## config.mk

```make
export PLATFORM = sky130hd
export DESIGN_NAME = hostwin_regs
export DESIGN_NICKNAME = d
export VERILOG_FILES = /design/src/rtl/hostwin_pkg.sv /design/src/rtl/hostwin_opt1.sv /design/src/rtl/hostwin_cmd.sv /design/src/rtl/hostwin_bank.sv /design/src/rtl/hostwin_regs.sv
export SDC_FILE = /design/constraint.sdc
export NUM_CORES = 1
export LEC_CHECK = 0
export BUFFER_PORTS_ARGS = -buffer_cell sky130_fd_sc_hd__buf_2
export CORE_MARGIN = 10
export CORE_UTILIZATION = 45
export CTS_CLUSTER_SIZE = 16
export DETAILED_ROUTE_END_ITERATION = 10
export MAX_ROUTING_LAYER = met4
export PLACE_DENSITY = 0.64
export SETUP_SLACK_MARGIN = 0.2
export SLEW_MARGIN = 10
export SYNTH_ARGS = -nofsm -noshare
export SYNTH_HDL_FRONTEND = slang
export SYNTH_HIERARCHICAL = 1
export SYNTH_SLANG_ARGS = --single-unit
```

## constraint.sdc

```tcl
create_clock -name clk -period 5.85 [get_ports clk]
set_input_delay 1.17 -clock clk [delete_from_list [all_inputs] [get_ports clk]]
set_output_delay 1.17 -clock clk [all_outputs]
set_load 0.02 [all_outputs]
```

## src/rtl/hostwin_pkg.sv

```systemverilog
// Shared constants for the paged host register window: word indices of the
// fixed words and bit positions inside the option and command words.
package hostwin_pkg;
    localparam int          WORD_W      = 16;
    localparam logic [15:0] HWID_VALUE  = 16'h4850;
    // word indices (byte offset / 2)
    localparam int          W_ID        = 0;
    localparam int          W_PAGE      = 1;
    localparam int          W_OPT1      = 2;
    localparam int          W_OPT3      = 3;
    localparam int          W_BANK0     = 4;
    // option word bits
    localparam int          OPT1_HWRST  = 1;
    localparam int          OPT1_MEMEN  = 6;
    localparam int          OPT1_MAPDIS = 13;
    // command word bits
    localparam int          OPT3_TXCMD  = 1;
    localparam int          OPT3_ADV    = 2;
    localparam int          OPT3_EELOAD = 6;
    localparam int          OPT3_PRIO   = 7;
endpackage

```

## src/rtl/hostwin_opt1.sv

```systemverilog
// Option word with masked set/clear writes.
// Each byte lane has a control bit (its lowest bit). A write sets (control=1)
// or clears (control=0) every other bit of the lane written as 1.
// Assumes: wr is a single-cycle strobe already qualified by the address.
module hostwin_opt1 (
    input  logic        clk,
    input  logic        rst_n,
    input  logic        wr,
    input  logic [15:0] wdata,
    output logic [15:0] value
);
    localparam int LANES = 2;

    for (genvar b = 0; b < LANES; b++) begin : g_lane
        logic [6:0] lane_q;
        logic       set_mode;
        logic [6:0] mask;

        assign set_mode = wdata[b*8];
        assign mask     = wdata[b*8+1 +: 7];

        // lane update: OR in the mask when setting, AND it out when clearing
        always_ff @(posedge clk) begin
            if (!rst_n)
                lane_q <= '0;
            else if (wr)
                lane_q <= set_mode ? (lane_q | mask) : (lane_q & ~mask);
        end

        assign value[b*8 +: 8] = {lane_q, 1'b0};
    end
endmodule

```

## src/rtl/hostwin_cmd.sv

```systemverilog
// Command word: a priority bit, two self-clearing request bits and the
// EEPROM-load busy flag, which is timed by a down-counter.
// Assumes: wr is already qualified by the address; done strobes last one cycle.
module hostwin_cmd #(
    parameter int EE_LOAD_CYCLES = 30000
) (
    input  logic        clk,
    input  logic        rst_n,
    input  logic        wr,
    input  logic        wr_prio,
    input  logic        wr_ee,
    input  logic        wr_adv,
    input  logic        wr_tx,
    input  logic        adv_done,
    input  logic        tx_done,
    output logic [15:0] value,
    output logic        adv_req,
    output logic        tx_req,
    output logic        ee_busy
);
    localparam int CNT_W = (EE_LOAD_CYCLES > 1) ? $clog2(EE_LOAD_CYCLES) : 1;

    logic             prio_q, adv_q, tx_q, busy_q;
    logic [CNT_W-1:0] cnt_q;

    // plain read/write priority bit
    always_ff @(posedge clk) begin
        if (!rst_n)  prio_q <= 1'b0;
        else if (wr) prio_q <= wr_prio;
    end

    // request bits: a host write of 1 sets, a completion strobe clears
    always_ff @(posedge clk) begin
        if (!rst_n) begin
            adv_q <= 1'b0;
            tx_q  <= 1'b0;
        end else begin
            if (wr && wr_adv)  adv_q <= 1'b1;
            else if (adv_done) adv_q <= 1'b0;
            if (wr && wr_tx)   tx_q  <= 1'b1;
            else if (tx_done)  tx_q  <= 1'b0;
        end
    end

    // EEPROM load timer: busy for exactly EE_LOAD_CYCLES cycles
    always_ff @(posedge clk) begin
        if (!rst_n) begin
            busy_q <= 1'b0;
            cnt_q  <= '0;
        end else if (!busy_q) begin
            if (wr && wr_ee) begin
                busy_q <= 1'b1;
                cnt_q  <= CNT_W'(EE_LOAD_CYCLES - 1);
            end
        end else if (cnt_q == '0) begin
            busy_q <= 1'b0;
        end else begin
            cnt_q <= cnt_q - 1'b1;
        end
    end

    assign value   = {8'h00, prio_q, busy_q, 3'b000, adv_q, tx_q, 1'b0};
    assign adv_req = adv_q;
    assign tx_req  = tx_q;
    assign ee_busy = busy_q;
endmodule

```

## src/rtl/hostwin_bank.sv

```systemverilog
// Banked storage: PAGES x BANK_WORDS read/write words. Only the current page
// is reachable.
// Assumes: word_sel < BANK_WORDS whenever hit is 1.
module hostwin_bank #(
    parameter int PAGES      = 8,
    parameter int BANK_WORDS = 4,
    localparam int PAGE_W    = $clog2(PAGES),
    localparam int WIDX_W    = (BANK_WORDS > 1) ? $clog2(BANK_WORDS) : 1
) (
    input  logic              clk,
    input  logic              rst_n,
    input  logic              wr,
    input  logic              hit,
    input  logic [PAGE_W-1:0] page_sel,
    input  logic [WIDX_W-1:0] word_sel,
    input  logic [15:0]       wdata,
    output logic [15:0]       rdata
);
    localparam int CELLS = PAGES * BANK_WORDS;
    localparam int IDX_W = (CELLS > 1) ? $clog2(CELLS) : 1;

    logic [15:0]      cells [CELLS];
    logic [IDX_W-1:0] rd_idx;

    for (genvar p = 0; p < PAGES; p++) begin : g_page
        for (genvar w = 0; w < BANK_WORDS; w++) begin : g_word
            logic [15:0] cell_q;

            // one banked word, written only when page and word both match
            always_ff @(posedge clk) begin
                if (!rst_n)
                    cell_q <= '0;
                else if (wr && hit && page_sel == PAGE_W'(p) && word_sel == WIDX_W'(w))
                    cell_q <= wdata;
            end

            assign cells[p*BANK_WORDS + w] = cell_q;
        end
    end

    assign rd_idx = IDX_W'(int'(page_sel) * BANK_WORDS + int'(word_sel));
    assign rdata  = hit ? cells[rd_idx] : 16'h0000;
endmodule

```

## src/rtl/hostwin_regs.sv

```systemverilog
// Paged host register window (top). It decodes byte offsets into the fixed
// words and the banked words, muxes read data, forwards trace writes, and
// derives the controller reset pulse and the memory-map enable.
// Assumes: 16-bit accesses at even offsets, and PAGES <= 8 so that the page
// fits under the chip-ID field.
module hostwin_regs #(
    parameter logic [15:0] CHIP_ID        = 16'h5370,
    parameter int          PAGES          = 8,
    parameter int          BANK_WORDS     = 4,
    parameter int          ADDR_W         = 6,
    parameter int          EE_LOAD_CYCLES = 30000
) (
    input  logic              clk,
    input  logic              rst_n,
    input  logic              host_wr,
    input  logic [ADDR_W-1:0] host_addr,
    input  logic [15:0]       host_wdata,
    output logic [15:0]       host_rdata,
    output logic              trace_valid,
    output logic [15:0]       trace_data,
    output logic              ctrl_reset_n,
    output logic              ctrl_reset_pulse,
    output logic              mmap_active,
    output logic              adv_req,
    input  logic              adv_done,
    output logic              tx_req,
    input  logic              tx_done,
    output logic              ee_busy
);
    import hostwin_pkg::*;

    localparam int PAGE_W = $clog2(PAGES);
    localparam int WA_W   = ADDR_W - 1;
    localparam int WIDX_W = (BANK_WORDS > 1) ? $clog2(BANK_WORDS) : 1;

    logic [WA_W-1:0]   word_addr;
    logic              even;
    logic              sel_id, sel_page, sel_opt1, sel_opt3, sel_bank;
    logic [WIDX_W-1:0] bank_widx;
    logic [PAGE_W-1:0] page_q;
    logic [15:0]       opt1_val, opt3_val, bank_rd;
    logic              hwrst_prev_q;

    // address decode
    assign word_addr = host_addr[ADDR_W-1:1];
    assign even      = ~host_addr[0];
    assign sel_id    = even && int'(word_addr) == W_ID;
    assign sel_page  = even && int'(word_addr) == W_PAGE;
    assign sel_opt1  = even && int'(word_addr) == W_OPT1;
    assign sel_opt3  = even && int'(word_addr) == W_OPT3;
    assign sel_bank  = even && int'(word_addr) >= W_BANK0
                            && int'(word_addr) <  W_BANK0 + BANK_WORDS;
    assign bank_widx = WIDX_W'(word_addr - WA_W'(W_BANK0));

    // page select register
    always_ff @(posedge clk) begin
        if (!rst_n)                   page_q <= '0;
        else if (host_wr && sel_page) page_q <= host_wdata[PAGE_W-1:0];
    end

    hostwin_opt1 u_opt1 (
        .clk   (clk),
        .rst_n (rst_n),
        .wr    (host_wr && sel_opt1),
        .wdata (host_wdata),
        .value (opt1_val)
    );

    hostwin_cmd #(.EE_LOAD_CYCLES(EE_LOAD_CYCLES)) u_cmd (
        .clk      (clk),
        .rst_n    (rst_n),
        .wr       (host_wr && sel_opt3),
        .wr_prio  (host_wdata[OPT3_PRIO]),
        .wr_ee    (host_wdata[OPT3_EELOAD]),
        .wr_adv   (host_wdata[OPT3_ADV]),
        .wr_tx    (host_wdata[OPT3_TXCMD]),
        .adv_done (adv_done),
        .tx_done  (tx_done),
        .value    (opt3_val),
        .adv_req  (adv_req),
        .tx_req   (tx_req),
        .ee_busy  (ee_busy)
    );

    hostwin_bank #(.PAGES(PAGES), .BANK_WORDS(BANK_WORDS)) u_bank (
        .clk      (clk),
        .rst_n    (rst_n),
        .wr       (host_wr),
        .hit      (sel_bank),
        .page_sel (page_q),
        .word_sel (bank_widx),
        .wdata    (host_wdata),
        .rdata    (bank_rd)
    );

    // read mux, zero for anything unmapped
    always_comb begin
        host_rdata = 16'h0000;
        if (sel_id)        host_rdata = HWID_VALUE;
        else if (sel_page) host_rdata = {CHIP_ID[15:4], 4'b0000} | 16'(page_q);
        else if (sel_opt1) host_rdata = opt1_val;
        else if (sel_opt3) host_rdata = opt3_val;
        else if (sel_bank) host_rdata = bank_rd;
    end

    // edge memory for the controller reset release
    always_ff @(posedge clk) begin
        if (!rst_n) hwrst_prev_q <= 1'b0;
        else        hwrst_prev_q <= opt1_val[OPT1_HWRST];
    end

    assign trace_valid      = host_wr && sel_id;
    assign trace_data       = host_wdata;
    assign ctrl_reset_n     = opt1_val[OPT1_HWRST];
    assign ctrl_reset_pulse = opt1_val[OPT1_HWRST] & ~hwrst_prev_q;
    assign mmap_active      = ~opt1_val[OPT1_MAPDIS] & opt1_val[OPT1_MEMEN];
endmodule

```

==> impl_metrics.sql <==
INSERT INTO impl_metrics (metric_group, metric, value, unit) VALUES
('place', 'routabilityCongestion', '0.836', ''),
('hold_path', 'timing.hold.worst.class', 'flip-flop to flip-flop', ''),
('timing', 'slew_at_the_pin_closest_to_its_max_slew_limit', '1.27', 'ns'),
('cts', 'ctsResizeCount', '0', ''),
('critical_path', 'most_frequent_cell_on_the_critical_path', 'nand2_1', ''),
('cts', 'post_cts_hold_buffer_count', '0', ''),
('critical_path', 'worst-endpoint-required', '4.68', 'ns'),
('timing', 'final-setup-viol-count', '0', ''),
('route', 'drt_first_pass_iters', '5', ''),
('logic_synthesis', 'primary_ff_master_synth', 'dfxtp_1', ''),
('grt', 'overflow', '0', ''),
('floorplanning', 'die_height', '263', 'um'),
('critical_path', 'critPathTopFamily', 'simple AND/OR/NAND/NOR gates', ''),
('logic_synthesis', 'synth_top_area_share', '41.3', '%'),
('place', 'portBuffers', '65', ''),
('logic_synthesis', 'edff_count_synth', '0', ''),
('finish', 'final_core_util', '49.0', '%'),
('timing', 'highest_achievable_clock_rate', '195', 'MHz'),
('floorplanning', 'boundaryPins', '66', ''),
('logic_synthesis', 'largest_cells_by_area_after_synthesis', 'dfxtp_1 (41%), mux2i_1 (16%), mux4_2 (8.2%)', ''),
('grt', 'grt_pass1_wl', '115000', 'um'),
('logic_synthesis', 'synth_seq_cells', '549', ''),
('critical_path', 'worst-r2r-setup-slack', '2.77', 'ns'),
('route', 'ant_nets', '0', ''),
('place', 'place_hpwl', '44900', 'um'),
('critical_path', 'cpMaxStageDelayCell', 'dfxtp_4', ''),
('critical_path', 'worst-setup-path-type', 'flip-flop to output port', ''),
('pwr', 'p_leak', '10.3', 'nW'),
('timing', 'timing.final.crit_share', '87.6', '%'),
('grt', 'first_global_vias', '18700', ''),
('route', 'viasPerCell', '5.66', ''),
('cts', 'cts_post_setup_buffers_inserted', '0', ''),
('timing', 'rsz0062_at_grt', 'false', ''),
('timing', 'final_period_minus_worst_setup_slack', '5.13', 'ns'),
('logic_synthesis', 'ys_warn_count', '6', ''),
('cts', 'cts_num_sinks', '549', ''),
('pwr', 'cellPowerDensity', '275', 'nW/um2'),
('finish', 'layout-drive-gt1-share', '15.1', '%'),
('timing', 'max_slew_margin', '15.0', '%'),
('logic_synthesis', 'count_of_mapped_cells_out_of_synthesis', '2591', ''),
('pwr', 'ir_worst_vdd', '236', 'uV'),
('route', 'drt-initial-drc-count', '1430', ''),
('logic_synthesis', 'synth_seq_area_share', '41.3', '%'),
('route', 'routedWlPerCell', '22.5', 'um'),
('cts', 'clock_slew_at_reported_path_ffs', '0.06', 'ns'),
('cts', 'cts_root_buf', 'clkbuf_16', ''),
('grt', 'grt_util_overall', '21.4', '%'),
('finish', 'num_antenna_cells', '0', ''),
('status', 'run_status', 'completed', ''),
('grt', 'antenna_found_initial', '0', ''),
('timing', 'timing.clock.skew', '0.0145', 'ns'),
('critical_path', 'setup.worst_path.start_class', 'flip-flop', ''),
('timing', 'fin_tns_setup', '0', 'ns'),
('pwr', 'report.power.total', '7.91', 'mW'),
('grt', 'largest_net_degree_at_the_start_of_global_routing', '265', ''),
('logic_synthesis', 'synth_area_per_cell', '10.3', 'um2'),
('logic_synthesis', 'netlist.top_cell.by_area', 'dfxtp_1', ''),
('timing', 'timing_hold_violations_final', '0', ''),
('flow_run', 'max-cap-violations', '0', ''),
('critical_path', 'worstPathCellList', 'and2_1 -> nand2_1 -> o221ai_1 -> o311a_1 -> nand2_1 -> o21ai_0 -> buf_2', ''),
('critical_path', 'timing.critical_path.arrival', '3.96', 'ns'),
('critical_path', 'cp_max_fo', '42', ''),
('critical_path', 'critPathCaptureType', 'output port', ''),
('route', 'vias', '18900', ''),
('finish', 'final_nets', '2541', ''),
('critical_path', 'cp_slowest_stage_delay', '0.90', 'ns'),
('cts', 'cts_buffers', '58', ''),
('floorplanning', 'die_area', '69200', 'um2'),
('floorplanning', 'floorplan.rows', '89', ''),
('floorplanning', 'start_util', '45.2', '%'),
('timing', 'hold_slack', '0.458', 'ns');
[through the flow]
| stage | instances | setup slack, ns | cell area [um2] |
|---|---|---|---|
| 2_1_floorplan | 2603 | 1.61 | 26600 |
| 3_3_place_gp | 3226 | 0.867 | 26800 |
| 3_5_place_dp | 3226 | 0.889 | 26800 |
| 4_1_cts | 3332 | 0.795 | 28800 |
| 5_1_grt | 3332 | 0.601 | 28800 |
| 6_report | 3332 | 0.725 | 28800 |
[layout by cell type, fill, tap and decap left out, drive strengths merged, types with 15 or more instances in the layout]
master	instances
clkbuf	83
nor2	29
clkinv	17
o311a	16
mux2	32
dfxtp	549
and2	18
buf	108
o211ai	18
nand2	427
nor2b	343
o221ai	15
mux4	97
nor3	34
a21oi	17
a221oi	16
nand3	19
mux2i	428
a21boi	179
[worst register-to-register path, delay by kind of cell, from the launching register on]
kind	cells	cell delay (ns)
mux	1	0.24
buf+inv	2	0.86
flops	1	0.61
simple gates	3	1.27
[cell families (layout without fill, tap and decap cells)]
| family | Yosys count | after routing | share of synthesized area [%] |
|---|---|---|---|
| other | 2 | 14 | 0.0282 |
| buffers and inverters | 265 | 221 | 5.78 |
| AOI/OAI and AO/OA | 297 | 297 | 8.55 |
| DFF | 549 | 549 | 41.3 |
| adders and majority gates | 1 | 1 | 0.0470 |
| and+or+nand+nor | 920 | 920 | 18.6 |
| muxes | 557 | 557 | 25.7 |
[area by class of cell]
| type | count | area, um2 |
|---|---|---|
| Clock buffer | 83 | 1740 |
| Clock inverter | 23 | 248 |
| Fill cell | 5386 | 30000 |
| Inverter | 7 | 26.3 |
| Multi-Input combinational cell | 1789 | 14100 |
| Sequential cell | 549 | 11000 |
| Tap cell | 773 | 967 |
| Timing Repair Buffer | 108 | 708 |
[path summary, 6_finish.rpt]
check | start | end | cells past startpoint
setup / recovery | page_q[0] | host_rdata[13] | 7
setup reg to reg | page_q[2] | u_bank/g_page[4].g_word[1].cell_q[0] | 6
hold reg to reg | u_bank/g_page[6].g_word[0].cell_q[5] | u_bank/g_page[6].g_word[0].cell_q[5] | 2
hold / removal | u_bank/g_page[6].g_word[0].cell_q[5] | u_bank/g_page[6].g_word[0].cell_q[5] | 2
[flip-flops by register name (all words and copies together), names as in the netlist, named ones only]
name / flops
u_cmd/prio_q: 1
u_cmd/ee_busy: 1
hwrst_prev_q: 1
u_cmd/tx_req: 1
u_cmd/cnt_q: 15
u_cmd/adv_req: 1
page_q: 3
u_bank/g_page.g_word.cell_q: 512
[where the power goes]
part | switching [mW] | leakage, nW | internal (mW)
combinational | 0.238 | 4.93 | 0.119
sequential | 0.00256 | 4.42 | 3.74
clock | 1.54 | 0.999 | 2.27
[metal layers]
metal / GRT usage (%) / share of wire, % / routed length (um)
met5: - / 0 / 0
met4: 6.62 / 3.1 / 2310
met3: 3.69 / 6.2 / 4630
met2: 34.8 / 47 / 35300
met1: 26.9 / 44 / 32800
No activity file was read; power rests on OpenSTA's default activity.
